`src/rtl/spiPortPkg.sv`:
```
`timescale 1ns/1ps
package spiPortPkg;
  localparam int CTL_MASTER  = 0;
  localparam int CTL_SSEN    = 1;
  localparam int CTL_WIDE    = 2;
  localparam int CTL_BITS    = 3;
  localparam int ST_RXFULL   = 8;
  localparam int ST_TXEMPTY  = 9;
  localparam int ST_OVERFLOW = 10;

  typedef struct packed {
    logic load;    // transmit buffer -> shift register
    logic sample;  // capture serial input bit
    logic shift;   // advance shift register
    logic done;    // final shift of a word
    logic flush;   // word-length change
  } spiStrobe_t;
endpackage

```
`src/rtl/spiSync.sv`:
```
`timescale 1ns/1ps
module spiSync #(
  parameter int STAGES = 2,
  parameter int W = 1,
  parameter logic [W-1:0] RESET_VAL = '0
) (
  input  logic         clk,
  input  logic         rstN,
  input  logic [W-1:0] dIn,
  output logic [W-1:0] dOut
);
  logic [W-1:0] chain [STAGES];

  genvar g;
  generate
    for (g = 0; g < STAGES; g++) begin : gStage
      if (g == 0) begin : gFirst
        always_ff @(posedge clk or negedge rstN) begin
          if (!rstN) chain[0] <= RESET_VAL;
          else       chain[0] <= dIn;
        end
      end else begin : gNext
        always_ff @(posedge clk or negedge rstN) begin
          if (!rstN) chain[g] <= RESET_VAL;
          else       chain[g] <= chain[g-1];
        end
      end
    end
  endgenerate

  assign dOut = chain[STAGES-1];
endmodule

```
`src/rtl/spiCtrl.sv`:
```
`timescale 1ns/1ps
module spiCtrl
  import spiPortPkg::*;
#(
  parameter int CLK_DIV = 4,
  parameter int WIDE_W = 16,
  parameter int NARROW_W = 8,
  parameter int SYNC_STAGES = 2
) (
  input  logic                clk,
  input  logic                rstN,
  input  logic                ctlWrEn,
  input  logic [CTL_BITS-1:0] ctlWrData,
  input  logic                txEmpty,
  input  logic                sckIn,
  input  logic                sdi,
  input  logic                ssN,
  output spiStrobe_t          strobe,
  output logic                rxBit,
  output logic                sckOut,
  output logic                sckOe,
  output logic                sdoOe,
  output logic [CTL_BITS-1:0] ctlBits
);
  localparam int HALF  = (CLK_DIV / 2 < 1) ? 1 : CLK_DIV / 2;
  localparam int HCW   = $clog2(HALF + 1);
  localparam int CNT_W = $clog2(WIDE_W + 1);

  logic masterEn, ssEn, wide;
  logic [2:0] pinSync;
  logic sckPrev;
  logic running;
  logic [HCW-1:0] halfCnt;
  logic [CNT_W-1:0] bitCnt, wordLen;
  logic ssInactive, slaveActive, tick, sRise, sFall;
  logic sampleW, shiftW, doneW, flushW, loadW;

  spiSync #(.STAGES(SYNC_STAGES), .W(3), .RESET_VAL(3'b010)) uSync (
    .clk(clk), .rstN(rstN), .dIn({sdi, ssN, sckIn}), .dOut(pinSync)
  );

  // control register
  always_ff @(posedge clk or negedge rstN) begin
    if (!rstN) begin
      masterEn <= 1'b0;
      ssEn     <= 1'b0;
      wide     <= 1'b0;
    end else if (ctlWrEn) begin
      masterEn <= ctlWrData[CTL_MASTER];
      ssEn     <= ctlWrData[CTL_SSEN];
      wide     <= ctlWrData[CTL_WIDE];
    end
  end

  always_ff @(posedge clk or negedge rstN) begin
    if (!rstN) sckPrev <= 1'b0;
    else       sckPrev <= pinSync[0];
  end

  always_comb begin
    wordLen     = wide ? CNT_W'(WIDE_W) : CNT_W'(NARROW_W);
    ssInactive  = ssEn && pinSync[1];
    slaveActive = !masterEn && !ssInactive;
    sRise       = pinSync[0] && !sckPrev;
    sFall       = !pinSync[0] && sckPrev;
    tick        = masterEn && running && (halfCnt == HCW'(HALF - 1));
    flushW      = ctlWrEn && (ctlWrData[CTL_WIDE] != wide);
    sampleW     = !flushW && (masterEn ? (tick && !sckOut) : (slaveActive && sRise));
    shiftW      = !flushW && (bitCnt != '0) &&
                  (masterEn ? (tick && sckOut) : (slaveActive && sFall));
    doneW       = shiftW && (bitCnt == wordLen);
    loadW       = !flushW && (bitCnt == '0) && !txEmpty && !sampleW &&
                  (masterEn ? !running : slaveActive);
    rxBit       = masterEn ? sdi : pinSync[2];
  end

  assign strobe.load   = loadW;
  assign strobe.sample = sampleW;
  assign strobe.shift  = shiftW;
  assign strobe.done   = doneW;
  assign strobe.flush  = flushW;

  // bit counter: counts rising edges within a word
  always_ff @(posedge clk or negedge rstN) begin
    if (!rstN)                                  bitCnt <= '0;
    else if (flushW || doneW)                   bitCnt <= '0;
    else if (!masterEn && ssInactive)           bitCnt <= '0;
    else if (sampleW)                           bitCnt <= bitCnt + 1'b1;
  end

  // master clock generator
  always_ff @(posedge clk or negedge rstN) begin
    if (!rstN) begin
      running <= 1'b0;
      sckOut  <= 1'b0;
      halfCnt <= '0;
    end else if (flushW) begin
      running <= 1'b0;
      sckOut  <= 1'b0;
      halfCnt <= '0;
    end else begin
      if (doneW)                    running <= 1'b0;
      else if (loadW && masterEn)   running <= 1'b1;
      if (tick)                     sckOut <= !sckOut;
      if (!running || tick)         halfCnt <= '0;
      else                          halfCnt <= halfCnt + 1'b1;
    end
  end

  assign sckOe   = masterEn;
  assign sdoOe   = masterEn || !ssInactive;
  assign ctlBits = {wide, ssEn, masterEn};

  AST_CNT_BOUND: assert property (@(posedge clk) disable iff (!rstN)
    bitCnt <= wordLen);
  AST_SS_HOLD: assert property (@(posedge clk) disable iff (!rstN)
    (!masterEn && ssInactive) |=> (bitCnt == '0));
  AST_IDLE_LOW: assert property (@(posedge clk) disable iff (!rstN)
    (masterEn && !running) |-> !sckOut);
  AST_WIDTH_FLUSH: assert property (@(posedge clk) disable iff (!rstN)
    flushW |=> (bitCnt == '0) && !running);
endmodule

```
`src/rtl/spiDatapath.sv`:
```
`timescale 1ns/1ps
module spiDatapath
  import spiPortPkg::*;
#(
  parameter int WIDE_W = 16,
  parameter int NARROW_W = 8
) (
  input  logic                clk,
  input  logic                rstN,
  input  spiStrobe_t          strobe,
  input  logic                rxBit,
  input  logic [CTL_BITS-1:0] ctlBits,
  input  logic                dataWrEn,
  input  logic                dataRdEn,
  input  logic                busAddr,
  input  logic [WIDE_W-1:0]   busWrData,
  output logic [WIDE_W-1:0]   busRdData,
  output logic                sdo,
  output logic                txEmpty
);
  logic [WIDE_W-1:0] txBuf, shiftReg, rxBuf, nextSr, rxWord, statusWord;
  logic rxFull, overflow, rxBitLat, rxFullEff;
  logic wide;

  assign wide      = ctlBits[CTL_WIDE];
  assign nextSr    = {shiftReg[WIDE_W-2:0], rxBitLat};
  assign rxWord    = wide ? nextSr : {{(WIDE_W-NARROW_W){1'b0}}, nextSr[NARROW_W-1:0]};
  assign rxFullEff = rxFull && !dataRdEn;
  assign sdo       = wide ? shiftReg[WIDE_W-1] : shiftReg[NARROW_W-1];

  always_ff @(posedge clk or negedge rstN) begin
    if (!rstN) begin
      txBuf    <= '0;
      shiftReg <= '0;
      rxBitLat <= 1'b0;
      txEmpty  <= 1'b1;
    end else if (strobe.flush) begin
      shiftReg <= '0;
      rxBitLat <= 1'b0;
      txEmpty  <= 1'b1;
    end else begin
      if (strobe.sample) rxBitLat <= rxBit;
      if (strobe.load) begin
        shiftReg <= txBuf;
        txEmpty  <= 1'b1;
      end else if (strobe.shift) begin
        shiftReg <= nextSr;
      end
      if (dataWrEn) begin
        txBuf   <= busWrData;
        txEmpty <= 1'b0;
      end
    end
  end

  always_ff @(posedge clk or negedge rstN) begin
    if (!rstN) begin
      rxBuf    <= '0;
      rxFull   <= 1'b0;
      overflow <= 1'b0;
    end else if (strobe.flush) begin
      rxFull   <= 1'b0;
      overflow <= 1'b0;
    end else begin
      if (dataRdEn) begin
        rxFull   <= 1'b0;
        overflow <= 1'b0;
      end
      if (strobe.done) begin
        if (rxFullEff) begin
          overflow <= 1'b1;
        end else begin
          rxBuf  <= rxWord;
          rxFull <= 1'b1;
        end
      end
    end
  end

  always_comb begin
    statusWord = '0;
    statusWord[CTL_BITS-1:0] = ctlBits;
    statusWord[ST_RXFULL]    = rxFull;
    statusWord[ST_TXEMPTY]   = txEmpty;
    statusWord[ST_OVERFLOW]  = overflow;
    busRdData = busAddr ? statusWord : rxBuf;
  end

  AST_OVF_KEEP: assert property (@(posedge clk) disable iff (!rstN)
    $rose(overflow) |-> $stable(rxBuf));
  AST_RX_SET: assert property (@(posedge clk) disable iff (!rstN)
    (strobe.done && !rxFull) |=> rxFull);
  AST_LOAD_EMPTIES: assert property (@(posedge clk) disable iff (!rstN)
    (strobe.load && !dataWrEn) |=> txEmpty);
  AST_FLUSH_CLEARS: assert property (@(posedge clk) disable iff (!rstN)
    strobe.flush |=> (txEmpty && !rxFull && !overflow));
endmodule

```
`src/rtl/spiDualWidth.sv`:
```
`timescale 1ns/1ps
module spiDualWidth
  import spiPortPkg::*;
#(
  parameter int CLK_DIV = 4,
  parameter int WIDE_W = 16,
  parameter int NARROW_W = 8,
  parameter int SYNC_STAGES = 2
) (
  input  logic              clk,
  input  logic              rstN,
  input  logic              busWrEn,
  input  logic              busRdEn,
  input  logic              busAddr,
  input  logic [WIDE_W-1:0] busWrData,
  output logic [WIDE_W-1:0] busRdData,
  input  logic              sckIn,
  output logic              sckOut,
  output logic              sckOe,
  input  logic              sdi,
  output logic              sdo,
  output logic              sdoOe,
  input  logic              ssN
);
  spiStrobe_t strobe;
  logic rxBit, txEmpty;
  logic [CTL_BITS-1:0] ctlBits;
  logic ctlWrEn, dataWrEn, dataRdEn;

  assign ctlWrEn  = busWrEn && busAddr;
  assign dataWrEn = busWrEn && !busAddr;
  assign dataRdEn = busRdEn && !busAddr;

  spiCtrl #(.CLK_DIV(CLK_DIV), .WIDE_W(WIDE_W), .NARROW_W(NARROW_W),
            .SYNC_STAGES(SYNC_STAGES)) uCtrl (
    .clk(clk), .rstN(rstN), .ctlWrEn(ctlWrEn), .ctlWrData(busWrData[CTL_BITS-1:0]),
    .txEmpty(txEmpty), .sckIn(sckIn), .sdi(sdi), .ssN(ssN),
    .strobe(strobe), .rxBit(rxBit), .sckOut(sckOut), .sckOe(sckOe),
    .sdoOe(sdoOe), .ctlBits(ctlBits)
  );

  spiDatapath #(.WIDE_W(WIDE_W), .NARROW_W(NARROW_W)) uData (
    .clk(clk), .rstN(rstN), .strobe(strobe), .rxBit(rxBit), .ctlBits(ctlBits),
    .dataWrEn(dataWrEn), .dataRdEn(dataRdEn), .busAddr(busAddr),
    .busWrData(busWrData), .busRdData(busRdData), .sdo(sdo), .txEmpty(txEmpty)
  );

  AST_MODE0_SDO: assert property (@(posedge clk) disable iff (!rstN)
    (sckOe && $rose(sckOut)) |-> $stable(sdo));
endmodule

```
`config.mk`:
```
export PLATFORM = sky130hd
export DESIGN_NAME = spiDualWidth
export DESIGN_NICKNAME = d
export VERILOG_FILES = /design/src/rtl/spiPortPkg.sv /design/src/rtl/spiSync.sv /design/src/rtl/spiCtrl.sv /design/src/rtl/spiDatapath.sv /design/src/rtl/spiDualWidth.sv
export SDC_FILE = /design/constraint.sdc
export NUM_CORES = 1
export LEC_CHECK = 0
export BUFFER_PORTS_ARGS = -buffer_cell sky130_fd_sc_hd__buf_2
export CORE_MARGIN = 5
export CORE_UTILIZATION = 40
export CTS_CLUSTER_SIZE = 8
export DETAILED_ROUTE_END_ITERATION = 16
export GPL_TIMING_DRIVEN = 0
export HOLD_SLACK_MARGIN = 0.02
export PLACE_DENSITY = 0.66
export SLEW_MARGIN = 20
export SYNTH_ARGS = -nofsm -noshare
export SYNTH_HDL_FRONTEND = slang
export SYNTH_SLANG_ARGS = --single-unit
```
`constraint.sdc`:
```
create_clock -name clk -period 2.1 [get_ports clk]
set_input_delay 0.105 -clock clk [delete_from_list [all_inputs] [get_ports clk]]
set_output_delay 0.105 -clock clk [all_outputs]
set_load 0.02 [all_outputs]
```
==> results.yml, run 1 <==
timing:
  whs_ps: 84.5
  worst_pin_slew_ps: 554
  hold_viol: 0
  slew_viol_final: 0
  max_slew_margin_pct: 63.1
  rsz0062_at_grt: "true"
  fin_skew_ps: 5.28
  min_period_over_period_pct: 97.6
  max_clock_freq_mhz: 488
  period_minus_slack_ps: 2050
  setup_viol: 0
setup_path:
  required_ps: 2340
  slowest_delay_ps: 440
  crit_family: "simple AND/OR/NAND/NOR gates"
  endpoint_kind: "register"
  cp-start-kind: "register"
  critPathMaxFanout: 10
  cp_slowest_cell: "dfrtp_2"
  crit_chain: "buf_4, or3b_1, a21oi_4, nand4_4, buf_4, mux2_2"
  path_class: "register to register"
  path_buf_inv: 2
  crit_arrival_ps: 2290
  critPathMostFrequentCell: "buf_4"
detailed_routing:
  num_vias: 2576
  drt_pass1_iterations: 4
  drtIter0Drc: 158
  ant_nets: 0
  wl_per_cell_um: 15.8
  totalWireLength_mm: 7.78
  viasPerCell: 5.24
  drc_errors: 0
finish:
  drive_above_1_share_pct: 34.4
  n_antenna_cell: 0
  finalNonFillerCells: 492
  nets: 409
  areaGrowthSynthToFinish_pct: 26.8
synth:
  netlist_area_um2: 3380
  synth_edf_count: 0
  synth_area_per_cell_um2: 11.3
  synth_top_area_share_pct: 50.3
  ys_types: 44
  yosysWarningCount: 0
  synth_flop_cell: "dfrtp_1"
  synth_cells: 300
  yosys.area.top_type: "dfrtp_1"
  synthTopCellsByCount: "dfrtp_1, mux2_2, nand3_1, o21ai_0, nor3_1"
  synthTopCellsByArea: "dfrtp_1, mux2_2, a311oi_2"
  syn-num-nets: 327
  yosysMostFrequentCell: "dfrtp_1"
  seq_area_frac_synth_pct: 52.6
  synth_async_sr_flop_share_pct: 100
  yosys_register_bits: 71
placement:
  place_inst: 449
  dpl.hpwl_mm: 5.61
  gp_congestion: 0.905
  portBuffers: 43
clock_tree:
  ctsHtreeMaxLevel: 3
  root_buffer: "clkbuf_8"
  clkSinkCount: 71
  cts.clk_slew.worst_paths_ps: 80
  cts_tree: "built"
  cts_made_buffers: 9
  clock_path_buffers: 2
  clk_latency_ps: 350
global_routing:
  grt_max_degree: 37
  antenna_found_initial: 0
  grt_first_pass_wirelength_mm: 12.9
  grt_pass1_vias: 2555
  grt_usage_pct: 16.1
  grt.overflow.total: 0
power:
  cellPowerDensity_nw_per_um2: 1140
  peakVddDrop_v: 0.000496
  power_leakage_nw: 1.92
die:
  start_util_pct: 41.2
  ios: 44
  die_w_um: 102
  core_um2: 8220
  core.rowCount: 33
  die_area_um2: 10400
  die_h_um: 102
flow_run:
  cap_violations: 0
min_path:
  hold_class: "input pin to register"
status:
  status: "finished, final reports clean"
[metal layers]
layer  track usage, %  share of wire (%)  up-vias
met3             4.23                5.8       14
met5                0                  0        -
met2             24.2                 47       70
met4             6.86                2.3        0
met1             22.1                 45     1241
li1                 -                  -     1251
[where the power goes]
group	switching, mW	internal [mW]	leakage (nW)
registers	0.267	1.70	0.852
logic	0.940	0.798	0.965
clock network	0.537	0.670	0.105
[kinds of logic after synthesis]
logic type,Yosys count,synth area share [%]
simple gates,90,14.1
flops,71,52.6
compound gates,62,14.4
mux,39,12.6
buf+inv,33,4.59
fa+ha+maj,3,1.11
xor+xnor,2,0.518
[cell usage in the layout, fill, tap and decap left out, types with 2 or more instances in the layout]
cell type | Yosys | final
dfrtp_1 | 68 | 67
buf_2 | 4 | 44
mux2_2 | 30 | 30
o21ai_0 | 22 | 22
nand3_1 | 22 | 22
dlygate4sd3_1 | 0 | 19
nand2_1 | 17 | 17
nor3_1 | 18 | 17
inv_1 | 13 | 12
buf_4 | 1 | 11
nor2_1 | 10 | 10
a311oi_2 | 9 | 9
mux2i_1 | 9 | 9
clkbuf_8 | 0 | 9
nor2b_1 | 8 | 8
a311oi_1 | 8 | 8
clkbuf_1 | 10 | 6
a21oi_1 | 5 | 5
buf_6 | 3 | 3
nand2b_1 | 3 | 3
a21o_1 | 3 | 3
clkbuf_2 | 0 | 3
dfstp_2 | 3 | 3
buf_1 | 2 | 2
clkbuf_4 | 0 | 2
and2_1 | 2 | 2
nand3b_1 | 2 | 2
a21oi_4 | 0 | 2
o211ai_1 | 2 | 2
or3_1 | 2 | 2
o31ai_1 | 2 | 2
ha_1 | 3 | 2
clkinvlp_4 | 0 | 2
clkinv_4 | 0 | 2
bufinv_16 | 0 | 2
[stage by stage]
| step | utilization (%) | cell area, µm² | total power, mW | setup WS (ps) | setup TNS, ps |
|---|---|---|---|---|---|
| 3_3_place_gp | 45.4 | 3730 | 3.42 | -101 | -1010 |
| 6_report | 52.2 | 4290 | 4.91 | 50.1 | 0 |
| 5_1_grt | 52.2 | 4290 | 5.23 | -37.4 | -119 |
| 4_1_cts | 51.0 | 4190 | 4.76 | -10.1 | -15.1 |
| 2_1_floorplan | - | 3380 | 3.03 | 155 | 0 |
| 3_5_place_dp | 45.7 | 3750 | 3.47 | -172 | -1770 |
[final timing paths]
| check | start | end | slack (ps) | cells after the start |
|---|---|---|---|---|
| min in group asynchronous | rstN | uCtrl.halfCnt[1]$_DFF_PN0_ | 250 | 2 |
| max in group asynchronous | rstN | uCtrl.wide$_DFFE_PN0P_ | 1290 | 3 |
| min | busWrData[2] | uData.txBuf[2]$_DFFE_PN0P_ | 80 | 2 |
| max | uCtrl.wide$_DFFE_PN0P_ | uData.rxBuf[7]$_DFFE_PN0P_ | 50 | 6 |
| min reg2reg | uCtrl.uSync.chain[3]$_DFF_PN0_ | uCtrl.uSync.dOut[0]$_DFF_PN0_ | 360 | 0 |
| max reg2reg | uCtrl.wide$_DFFE_PN0P_ | uData.rxBuf[7]$_DFFE_PN0P_ | 50 | 6 |
[sequential cells by signal, summed over array words and instances, names as in the netlist, 2 cells and up]
signal             flops
uCtrl.bitCnt           5
uCtrl.halfCnt          2
uCtrl.uSync.dOut       3
uData.txBuf           16
uData.rxBuf           16
uCtrl.uSync.chain      3
uData.shiftReg        16
[area by class of cell]
cell class              count  area (µm²)
fillers                   719        3930
flip-flops and latches     71        1780
multi-input cells         196        1500
repair buffers             72         495
well taps                 105         131
clock buffers               9         124
plain buffers              19         111
clock inverters             7        97.6
inverters                  13        48.8
[repair_timing]
| action | 4_1_cts | 5_1_grt |
|---|---|---|
| cloned | 0 | 0 |
| pin swaps | 1 | 2 |
| hold endpoints to repair | 52 | 0 |
| resized for setup | 4 | 12 |
| endpoints found under the setup margin | 19 | 17 |
| buffers inserted | 1 | 8 |
| hold buffers | 19 | 0 |
Power figures use the tool's default switching activity.
==> run 2: changes to the inputs <==
--- a/config.mk
+++ b/config.mk
@@ -6,13 +6,13 @@
 export NUM_CORES = 1
 export LEC_CHECK = 0
 export BUFFER_PORTS_ARGS = -buffer_cell sky130_fd_sc_hd__buf_2
-export CORE_MARGIN = 5
-export CORE_UTILIZATION = 40
+export CORE_MARGIN = 2
+export CORE_UTILIZATION = 45
 export CTS_CLUSTER_SIZE = 8
 export DETAILED_ROUTE_END_ITERATION = 16
 export GPL_TIMING_DRIVEN = 0
 export HOLD_SLACK_MARGIN = 0.02
-export PLACE_DENSITY = 0.66
+export PLACE_DENSITY = 0.72
 export SLEW_MARGIN = 20
 export SYNTH_ARGS = -nofsm -noshare
 export SYNTH_HDL_FRONTEND = slang
==> run 2 against run 1 <==
Against the previous run:
- sequential power barely moved
- register-to-register slack barely moved
- total power rose by 1.3%
- largest cell class unchanged
- via count rose by 4.5%
- setup slack improved by 6.2 ps
- fmax rose by 0.30%
- wire length rose by 3.6%
- critical path depth rose by 2
- design area rose by 0.93%
- largest power group unchanged
- global-route usage rose by 3.4 points
- clock power fell by 7%
==> results.yml, run 2 (synthesis results as in run 1) <==
timing:
  slew_viol_final: 0
  min_period_over_period_pct: 97.3
  max_clock_freq_mhz: 489
  hold_viol: 0
  rsz0062_at_grt: "true"
  period_minus_slack_ps: 2040
  final.setup.tns_ps: 0
  max_slew_margin_pct: 57.2
  setup_viol: 0
  worst_pin_slew_ps: 642
  fin_skew_ps: 6.61
finish:
  area.sequential_um2: 1780
  mostFrequentLayoutCells: "dfrtp_1, buf_2, mux2_2"
  n_antenna_cell: 0
  areaGrowthSynthToFinish_pct: 28.0
  final_common_cell: "dfrtp_1"
  reg.largest.list: "uData.rxBuf (16), uData.shiftReg (16), uData.txBuf (16)"
  final_util_pct: 59.7
  nets: 410
  drive_above_1_share_pct: 35.6
  nFillCells: 601
  multiInputGateArea_um2: 1540
detailed_routing:
  drt_pass1_iterations: 6
  drc_errors: 0
  wl_per_cell_um: 16.6
  ant_nets: 0
  viasPerCell: 5.53
  drtIter0Drc: 257
  totalWireLength_mm: 8.06
  num_vias: 2693
placement:
  gp_congestion: 0.894
  dpl.hpwl_mm: 5.39
  portBuffers: 43
global_routing:
  grt_max_degree: 51
  grt_pass1_vias: 2514
  antenna_found_initial: 0
  grt_first_pass_wirelength_mm: 12.8
  grt_usage_pct: 19.6
  grt.overflow.total: 0
clock_tree:
  cts_tree: "built"
  clkSinkCount: 71
  ctsHtreeMaxLevel: 3
  clk_latency_ps: 340
  cts_made_buffers: 9
  cts.clk_slew.worst_paths_ps: 80
  clock_path_buffers: 2
  root_buffer: "clkbuf_8"
setup_path:
  critPathMaxFanout: 10
  cp-start-kind: "register"
  path_buf_inv: 3
  crit_arrival_ps: 2240
  crit_chain: "inv_2, ha_4, nor4b_4, buf_4, nand3_4, clkbuf_1, nor3_1, a311oi_2"
  cp_slowest_cell: "nor3_1"
  crit_family: "simple AND/OR/NAND/NOR gates"
  required_ps: 2300
  endpoint_kind: "register"
  path_class: "register to register"
  slowest_delay_ps: 440
status:
  status: "finished, final reports clean"
die:
  core_um2: 7250
  die_area_um2: 8230
  die_w_um: 90.7
  ios: 44
  core.rowCount: 31
  die_h_um: 90.7
  start_util_pct: 46.6
flow_run:
  cap_violations: 0
power:
  peakVddDrop_v: 0.000761
  cellPowerDensity_nw_per_um2: 1150
  power_leakage_nw: 1.94
min_path:
  hold_class: "input pin to register"
==> run 2: cell types whose count changed in the layout (fill, tap and decap cells not counted), sizes merged <==
cell,delta
buf,+5
dlygate4sd3,-2
bufinv,-1
clkinvlp,-1
==> run 2: report_power, final <==
group / internal [mW] / switching, mW
combinational: 0.859 / 1.02
sequential: 1.70 / 0.274
clock: 0.611 / 0.512
total: 3.17 / 1.80
==> run 2: path summary, 6_finish.rpt <==
| check | start | cells past startpoint | to | slack [ps] |
|---|---|---|---|---|
| max | uCtrl.bitCnt[0]$_DFFE_PN0P_ | 8 | uData.shiftReg[14]$_DFFE_PN0P_ | 60 |
| min | busWrData[0] | 3 | uCtrl.sckOe$_DFFE_PN0P_ | 30 |
| max reg2reg | uCtrl.bitCnt[0]$_DFFE_PN0P_ | 8 | uData.shiftReg[14]$_DFFE_PN0P_ | 60 |
| min reg2reg | uCtrl.uSync.chain[4]$_DFF_PN1_ | 0 | uCtrl.uSync.dOut[1]$_DFF_PN1_ | 360 |
| max in group asynchronous | rstN | 3 | uData.txEmpty$_DFFE_PN1P_ | 1300 |
| min in group asynchronous | rstN | 2 | uCtrl.uSync.chain[5]$_DFF_PN0_ | 190 |
==> run 2: area by class of cell <==
cell class              count  share of cell area, %
flip-flops and latches     71                   41.1
multi-input cells         196                   35.5
repair buffers             73                   11.7
clock buffers              11                   3.50
plain buffers              19                   2.95
well taps                  99                   2.86
clock inverters             5                   1.30
inverters                  13                   1.13
==> run 2: metrics by stage <==
stage                     std cells  worst slack, ps  hold WS [ps]  power, mW  instance area [µm²]
after detailed placement        443             -208          25.5       3.48                 3750
final                           487             56.2          28.0       4.98                 4330
after CTS                       477             1.11          26.7       4.71                 4180
after global routing            487            -23.6          41.4       5.24                 4330
after floorplan                 300              155          -191       3.03                 3380
after global placement          442             -124           211       3.41                 3720
==> run 2: metal layers <==
| metal | share of wire [%] | GRT usage (%) | vias up |
|---|---|---|---|
| met4 | 1.3 | 5.90 | 0 |
| met5 | 0 | 0 | - |
| met2 | 47 | 30.0 | 93 |
| met1 | 46 | 28.0 | 1329 |
| li1 | - | - | 1257 |
| met3 | 5.5 | 4.17 | 14 |
==> run 2: worst min-delay path, delay by kind of cell <==
family,cells,cell delay [ps]
buffers and inverters,1,100
AO/OA/AOI/OAI,1,70
AND/OR/NAND/NOR,1,50
==> run 2: timing repair <==
| action | in CTS | in global routing |
|---|---|---|
| pin swaps | 0 | 5 |
| hold buffers | 17 | 0 |
| hold endpoints to repair | 84 | 0 |
| endpoints found under the setup margin | 19 | 18 |
| setup buffers | 2 | 10 |
| resized for setup | 6 | 21 |
